--- src/rtl/bcd_pkg.sv ---
// Package: shared types for the bus control driver.
// Assumes four byte lanes on the external bus.
package bcd_pkg;
    localparam int LANES = 4;

    typedef enum logic [1:0] {
        RW_8    = 2'b00,
        RW_16   = 2'b01,
        RW_32   = 2'b10,
        RW_HALT = 2'b11
    } wcode_e;

    typedef enum logic [2:0] {
        PH_IDLE  = 3'd0,
        PH_ADDR  = 3'd1,
        PH_DATA  = 3'd2,
        PH_RECOV = 3'd3,
        PH_HOLD  = 3'd4
    } phase_e;

    typedef struct packed {
        logic [LANES-1:0] mask;
        wcode_e           width;
        logic             wr;
        logic             dc;
    } attr_t;
endpackage

--- src/rtl/bcd_seq.sv ---
// Module: bcd_seq
// Phase sequencer: idle -> address -> data beats -> recovery -> idle or hold.
// Assumes req_beats is the number of data beats minus one. Hold is granted
// only from idle or at the end of recovery.
module bcd_seq
    import bcd_pkg::*;
#(
    parameter int BEAT_W = 3
) (
    input  logic              clk,
    input  logic              rst_n,
    input  logic              req_valid,
    input  logic              hold_req,
    input  logic [BEAT_W-1:0] req_beats,
    output phase_e            phase,
    output logic              accept,
    output logic              beat_adv
);
    logic [BEAT_W-1:0] beats_left;
    logic              last_beat;

    // Purpose: decode the acceptance and beat-advance strobes.
    always_comb begin
        accept    = (phase == PH_IDLE) && req_valid && !hold_req;
        last_beat = (beats_left == '0);
        beat_adv  = (phase == PH_DATA) && !last_beat;
    end

    // Purpose: phase register and remaining-beat counter.
    always_ff @(posedge clk) begin
        if (!rst_n) begin
            phase      <= PH_IDLE;
            beats_left <= '0;
        end else begin
            case (phase)
                PH_IDLE: begin
                    if (hold_req) begin
                        phase <= PH_HOLD;
                    end else if (req_valid) begin
                        phase      <= PH_ADDR;
                        beats_left <= req_beats;
                    end
                end
                PH_ADDR:  phase <= PH_DATA;
                PH_DATA: begin
                    if (last_beat) phase <= PH_RECOV;
                    else           beats_left <= beats_left - 1'b1;
                end
                PH_RECOV: phase <= hold_req ? PH_HOLD : PH_IDLE;
                PH_HOLD:  if (!hold_req) phase <= PH_IDLE;
                default:  phase <= PH_IDLE;
            endcase
        end
    end

    // an address cycle is always followed by a data cycle.
    a_r5_addr_then_data: assert property (@(posedge clk) disable iff (!rst_n)
        (phase == PH_ADDR) |=> (phase == PH_DATA));

    // hold is entered only from recovery or idle.
    a_r9_hold_entry: assert property (@(posedge clk) disable iff (!rst_n)
        ((phase == PH_HOLD) && ($past(phase) != PH_HOLD)) |->
        (($past(phase) == PH_RECOV) || ($past(phase) == PH_IDLE)));

    // hold is left only once hold_req has dropped.
    a_r9_hold_exit: assert property (@(posedge clk) disable iff (!rst_n)
        (($past(phase) == PH_HOLD) && (phase != PH_HOLD)) |-> !$past(hold_req));
endmodule

--- src/rtl/bcd_attr.sv ---
// Module: bcd_attr
// Captures the request attributes on acceptance and steps the low address
// bits on each non-final data beat by the region's byte width.
// Assumes the request is aligned to the region width.
module bcd_attr
    import bcd_pkg::*;
(
    input  logic             clk,
    input  logic             rst_n,
    input  logic             accept,
    input  logic             beat_adv,
    input  logic [LANES-1:0] req_mask,
    input  wcode_e           req_width,
    input  logic             req_wr,
    input  logic             req_dc,
    input  logic [1:0]       req_alo,
    output attr_t            attr,
    output logic [1:0]       alo
);
    logic [1:0] step;

    // Purpose: address increment per beat for the captured width.
    always_comb begin
        case (attr.width)
            RW_8:    step = 2'd1;
            RW_16:   step = 2'd2;
            default: step = 2'd0;
        endcase
    end

    // Purpose: attribute capture and address stepping.
    always_ff @(posedge clk) begin
        if (!rst_n) begin
            attr <= '{mask: '0, width: RW_8, wr: 1'b0, dc: 1'b0};
            alo  <= 2'd0;
        end else if (accept) begin
            attr <= '{mask: req_mask, width: req_width, wr: req_wr, dc: req_dc};
            alo  <= req_alo;
        end else if (beat_adv) begin
            alo  <= alo + step;
        end
    end

    // captured attributes change only at acceptance.
    a_r6_attr_held: assert property (@(posedge clk) disable iff (!rst_n)
        !accept |=> $stable(attr));

    // address bits move only on acceptance or a beat advance.
    a_r8_alo_moves_on_beat: assert property (@(posedge clk) disable iff (!rst_n)
        (!accept && !beat_adv) |=> $stable(alo));
endmodule

--- src/rtl/bcd_lane_map.sv ---
// Module: bcd_lane_map
// Maps phase, captured attributes and address bits onto the pin values:
// byte enables (active low), width/halted code, write and data flags.
// Assumes halt_q is already registered by the caller.
module bcd_lane_map
    import bcd_pkg::*;
(
    input  phase_e           phase,
    input  attr_t            attr,
    input  logic [1:0]       alo,
    input  logic             halt_q,
    output logic [LANES-1:0] be_n,
    output logic [1:0]       width_code,
    output logic             wr_flag,
    output logic             dc_flag
);
    logic [LANES-1:0] wide_n;
    logic             strobe_phase;
    logic             busy;

    for (genvar i = 0; i < LANES; i++) begin : g_lane
        assign wide_n[i] = ~attr.mask[i];
    end

    // Purpose: select the pin meaning for the current phase and width.
    always_comb begin
        strobe_phase = (phase == PH_ADDR) || (phase == PH_DATA);
        busy         = strobe_phase || (phase == PH_RECOV);
        be_n         = '1;
        if (strobe_phase) begin
            case (attr.width)
                RW_8:    be_n = {2'b11, alo};
                RW_16:   be_n = {wide_n[1], 1'b1, alo[1], wide_n[0]};
                default: be_n = wide_n;
            endcase
        end
        if (busy) begin
            width_code = attr.width;
            wr_flag    = attr.wr;
            dc_flag    = attr.dc;
        end else begin
            width_code = halt_q ? RW_HALT : RW_8;
            wr_flag    = 1'b0;
            dc_flag    = 1'b0;
        end
    end
endmodule

--- src/rtl/bus_ctl_driver.sv ---
// Module: bus_ctl_driver (top)
// Drives the control pins of a multiplexed external bus for 8/16/32-bit
// regions, with a hold handshake that releases the pins between transactions.
// Assumes aligned requests; a width code of 11 on the request is treated as 32-bit.
module bus_ctl_driver
    import bcd_pkg::*;
#(
    parameter int BEAT_W = 3
) (
    input  logic              clk,
    input  logic              rst_n,
    input  logic              req_valid,
    output logic              req_ready,
    input  logic [1:0]        req_addr_lo,
    input  logic [3:0]        req_mask,
    input  logic              req_write,
    input  logic              req_data,
    input  logic [1:0]        req_width,
    input  logic [BEAT_W-1:0] req_beats,
    input  logic              halted,
    input  logic              hold_req,
    output logic              hold_ack,
    output logic [1:0]        bus_phase,
    output logic [3:0]        be_n,
    output logic [1:0]        width_code,
    output logic              wr_flag,
    output logic              dc_flag,
    output logic              ctl_oe
);
    phase_e     phase;
    logic       accept;
    logic       beat_adv;
    attr_t      attr;
    logic [1:0] alo;
    logic       halt_q;
    wcode_e     req_wcode;

    // Purpose: normalise the requested width code.
    always_comb begin
        req_wcode = (req_width == 2'b11) ? RW_32 : wcode_e'(req_width);
    end

    // Purpose: register the halted indication.
    always_ff @(posedge clk) begin
        if (!rst_n) halt_q <= 1'b0;
        else        halt_q <= halted;
    end

    bcd_seq #(.BEAT_W(BEAT_W)) u_seq (
        .clk       (clk),
        .rst_n     (rst_n),
        .req_valid (req_valid),
        .hold_req  (hold_req),
        .req_beats (req_beats),
        .phase     (phase),
        .accept    (accept),
        .beat_adv  (beat_adv)
    );

    bcd_attr u_attr (
        .clk       (clk),
        .rst_n     (rst_n),
        .accept    (accept),
        .beat_adv  (beat_adv),
        .req_mask  (req_mask),
        .req_width (req_wcode),
        .req_wr    (req_write),
        .req_dc    (req_data),
        .req_alo   (req_addr_lo),
        .attr      (attr),
        .alo       (alo)
    );

    bcd_lane_map u_map (
        .phase      (phase),
        .attr       (attr),
        .alo        (alo),
        .halt_q     (halt_q),
        .be_n       (be_n),
        .width_code (width_code),
        .wr_flag    (wr_flag),
        .dc_flag    (dc_flag)
    );

    // Purpose: handshake and phase reporting.
    always_comb begin
        req_ready = (phase == PH_IDLE) && !hold_req;
        hold_ack  = (phase == PH_HOLD);
        ctl_oe    = !hold_ack;
        case (phase)
            PH_ADDR:  bus_phase = 2'b01;
            PH_DATA:  bus_phase = 2'b10;
            PH_RECOV: bus_phase = 2'b11;
            default:  bus_phase = 2'b00;
        endcase
    end

    // enables stay stable across 32-bit data beats.
    a_r7_wide_be_stable: assert property (@(posedge clk) disable iff (!rst_n)
        ((bus_phase == 2'b10) && ($past(bus_phase) == 2'b10) && (width_code == 2'b10))
        |-> $stable(be_n));

    // acknowledge always comes with the pins released.
    a_r9_ack_floats: assert property (@(posedge clk) disable iff (!rst_n)
        hold_ack |-> !ctl_oe);

    // parked pins are high on an 8-bit region during a transaction.
    a_r3_narrow_parked: assert property (@(posedge clk) disable iff (!rst_n)
        ((bus_phase != 2'b00) && (width_code == 2'b00)) |-> (be_n[3:2] == 2'b11));

    // the halted code appears only outside a transaction.
    a_r4_halt_idle_only: assert property (@(posedge clk) disable iff (!rst_n)
        (width_code == 2'b11) |-> (bus_phase == 2'b00));

    // ready only while idle and not held.
    a_r10_ready_idle: assert property (@(posedge clk) disable iff (!rst_n)
        req_ready |-> ((bus_phase == 2'b00) && !hold_ack && !hold_req));
endmodule

--- config.mk ---
export PLATFORM = sky130hd
export DESIGN_NAME = bus_ctl_driver
export DESIGN_NICKNAME = d
export VERILOG_FILES = /design/src/rtl/bcd_pkg.sv /design/src/rtl/bcd_seq.sv /design/src/rtl/bcd_attr.sv /design/src/rtl/bcd_lane_map.sv /design/src/rtl/bus_ctl_driver.sv
export SDC_FILE = /design/constraint.sdc
export NUM_CORES = 1
export LEC_CHECK = 0
export CAP_MARGIN = 0
export CORE_ASPECT_RATIO = 1.2
export CORE_MARGIN = 1.5
export CORE_UTILIZATION = 28
export DETAILED_ROUTE_END_ITERATION = 8
export SYNTH_ARGS = -nofsm -noshare
export SYNTH_HDL_FRONTEND = slang
export SYNTH_SLANG_ARGS = --single-unit
--- constraint.sdc ---
create_clock -name clk -period 1.29 [get_ports clk]
set_input_delay 0.1935 -clock clk [delete_from_list [all_inputs] [get_ports clk]]
set_output_delay 0.1935 -clock clk [all_outputs]
set_load 0.1 [all_outputs]
==> metrics.yaml <==
status:
  status: "finished, violations left"
  violations: "setup timing"
setup_path:
  required_ps: 1100
  crit_path_end_kind: "primary output"
  cp_num_buf_inv: 3
  path_max_fanout: 4
  crit_family: "buffers and inverters"
  critPathKind: "reg2out"
  arrival_ps: 1380
  cpMaxStageDelayCell: "dfxtp_4"
  worstSetupStartpointType: "flip-flop"
  cpPeakStageDelay_ps: 370
  crit_chain: "buf_6 -> nor4_4 -> buf_4 -> buf_12"
place:
  numPortBuffers: 30
  gp_congestion: 0.730
  dp_cells: 192
  hpwl_um: 1930
timing:
  finClkSkew_ps: 2.26
  tightest_slew_ps: 255
  finalSetupViolations: 26
  timing.fmax_mhz: 634
  finalSetupTns_ps: -5370
  fin_crit_ps: 1580
  hold_violations: 0
  slew_violations: 0
  rsz0062_at_grt: "true"
  post-route-period-util: 1.22
  relSlewSlack: 0.829
  layout_setup_ws_ps: -288
clock_network:
  cts_tree: "built"
  clk_pin_slew_worst_paths_ps: 70
  cts_made_buffers: 3
  clock-sinks: 17
  h-tree-depth: 1
  cts_root_buf: "clkbuf_8"
  clkLatencyLatePin_ps: 250
  clk_path_buf_depth: 2
  ctsHoldBuffers: 0
yosys:
  synthDistinctLibCells: 32
  ys_ff_latch: 17
  synth_area_sq_um: 971
  yosys.area.top_type_share: 0.351
  syn_inst: 113
  synth_ff_type: "dfxtp_1"
  yosysSeqAreaShare: 0.351
  ys_warn_count: 0
  syn_nets: 135
  synth_edf_count: 0
  synth_area_leader_cell: "dfxtp_1"
  syn_area_per_cell_sq_um: 8.59
  ys_async_sr_fraction: 0
  synth_area_leaders: "dfxtp_1, nand2_1, a21boi_0"
floorplan:
  fp.dieW_um: 56.8
  start_util: 0.291
  io_pins: 31
  coreArea_sq_um: 3340
  die_h_um: 67.5
  placementRows: 23
  dieArea_sq_um: 3830
grt:
  antenna_found_initial: 0
  overflow: 0
  first_global_vias: 1064
  grt_util_all_layers: 0.163
  grt_pass1_wl_um: 4670
  grt_max_degree: 19
layout:
  antenna_cells: 0
  syn_to_final_growth_pct: 98.3
  fin_cells: 207
  final_nets: 193
  drive_above_1_share: 0.500
drt:
  postRouteAntennaNets: 0
  avgViaCountPerCell: 4.82
  dr.pass1.iters: 4
  dr_total_vias: 997
  wl_um: 2840
  wl_per_cell_um: 13.7
  first_iter_violations: 14
  drc_errors: 0
min_path:
  worstHoldPathType: "reg2reg"
power:
  cellPowerDensity_nw_per_um2: 901
  p_leak_uw: 0.000828
  peakVddDrop_mv: 0.642
job:
  cap_violations: 0
==> synth_stat cells, types with 3 or more instances <==
cell type	number
inv_1	3
ha_1	4
a21boi_0	7
nor2b_1	4
and2_1	6
dfxtp_1	17
nor2_1	9
o21ai_0	4
nand2_1	25
==> repair_timing <==
action | 4_1_cts | 5_1_grt
resized for setup | 26 | 14
buffers inserted | 6 | 3
cloned | 2 | 0
pin swaps | 8 | 9
setup endpoints to repair | 26 | 27
==> power by group <==
| group | leakage (uW) | internal, uW | switching, uW |
|---|---|---|---|
| clock | 0.0000228 | 220 | 193 |
| sequential | 0.000142 | 552 | 30.2 |
| combinational | 0.000663 | 356 | 383 |
| total | 0.000828 | 1130 | 607 |
==> registers in the layout, summed over array words and instances (netlist names) <==
name	flops
u_attr.attr	8
u_seq.beats_left	3
u_seq.phase	3
u_attr.alo	2
halt_q	1
==> tightest hold or removal path, stage by stage, from the launching register on <==
cell and delay, ps:
dfxtp_1 310, nand2_1 50, a21boi_1 50
==> placed cells by master (no fill, tap or decap), types with 2 or more instances in the layout <==
cell type / synthesis / routed
a21boi_2: 1 / 3
dfxtp_1: 17 / 13
clkdlybuf4s50_1: 0 / 17
nand2_2: 0 / 3
and2_1: 6 / 2
and2b_2: 2 / 2
mux2_4: 0 / 2
o21ai_1: 0 / 2
nor2b_1: 4 / 2
a21oi_1: 2 / 2
o21ai_2: 0 / 2
buf_6: 1 / 10
ha_1: 4 / 3
mux2i_1: 2 / 2
nor2_1: 9 / 6
buf_12: 0 / 15
buf_4: 1 / 16
a211o_1: 2 / 2
a21boi_1: 2 / 7
nor2_4: 0 / 3
and2_4: 0 / 4
nand2_1: 25 / 17
inv_1: 3 / 2
nand2_4: 0 / 5
nor2b_4: 0 / 2
clkbuf_8: 0 / 3
dfxtp_4: 0 / 4
==> per-layer routing <==
metal | vias to the layer above | track usage | wire length (um) | share of wire
met5 | - | 0 | 0 | 0
met4 | 0 | 0.0901 | 57 | 0.020
met3 | 5 | 0.0249 | 95 | 0.033
met2 | 26 | 0.310 | 1540 | 0.54
met1 | 469 | 0.172 | 1150 | 0.40
li1 | 497 | - | - | -
==> kinds of logic (layout without fill, tap and decap cells) <==
| logic type | count (synthesis) | after routing | synth area share |
|---|---|---|---|
| AO/OA/AOI/OAI | 24 | 24 | 0.198 |
| XOR/XNOR | 3 | 3 | 0.0271 |
| adder cells (fa/ha/maj) | 4 | 4 | 0.0515 |
| buffers and inverters | 9 | 66 | 0.0490 |
| flip-flops | 17 | 17 | 0.351 |
| multiplexers | 4 | 4 | 0.0438 |
| AND/OR/NAND/NOR | 52 | 52 | 0.280 |
==> cell type report <==
class / instances / area, sq um
Multi-Input combinational cell: 87 / 756
Timing Repair Buffer: 59 / 708
Sequential cell: 17 / 355
Tap cell: 37 / 46.3
Inverter: 3 / 15.0
Clock buffer: 4 / 45.0
Fill cell: 304 / 1410
==> metrics by stage <==
step	util	instance area [sq um]	hold WS [ps]	total power (uW)	worst slack, ps
detailed placement	0.494	1650	452	1230	-444
global placement	0.494	1650	442	1220	-390
global route	0.577	1930	481	1820	-351
finish	0.577	1930	465	1730	-288
floorplan	-	1090	313	980	-952
CTS	0.554	1850	464	1720	-304
==> final timing paths <==
| check | from | endpoint | cells after the start | slack, ps |
|---|---|---|---|---|
| worst max-delay path | u_seq.phase[1] | req_ready | 4 | -290 |
| worst min-delay path | u_attr.attr[1] | u_attr.attr[1] | 2 | 460 |
| worst max register to register | u_seq.phase[1] | u_attr.attr[2] | 7 | -250 |
| worst min register to register | u_attr.attr[1] | u_attr.attr[1] | 2 | 460 |
No activity file was read; power rests on OpenSTA's default activity.
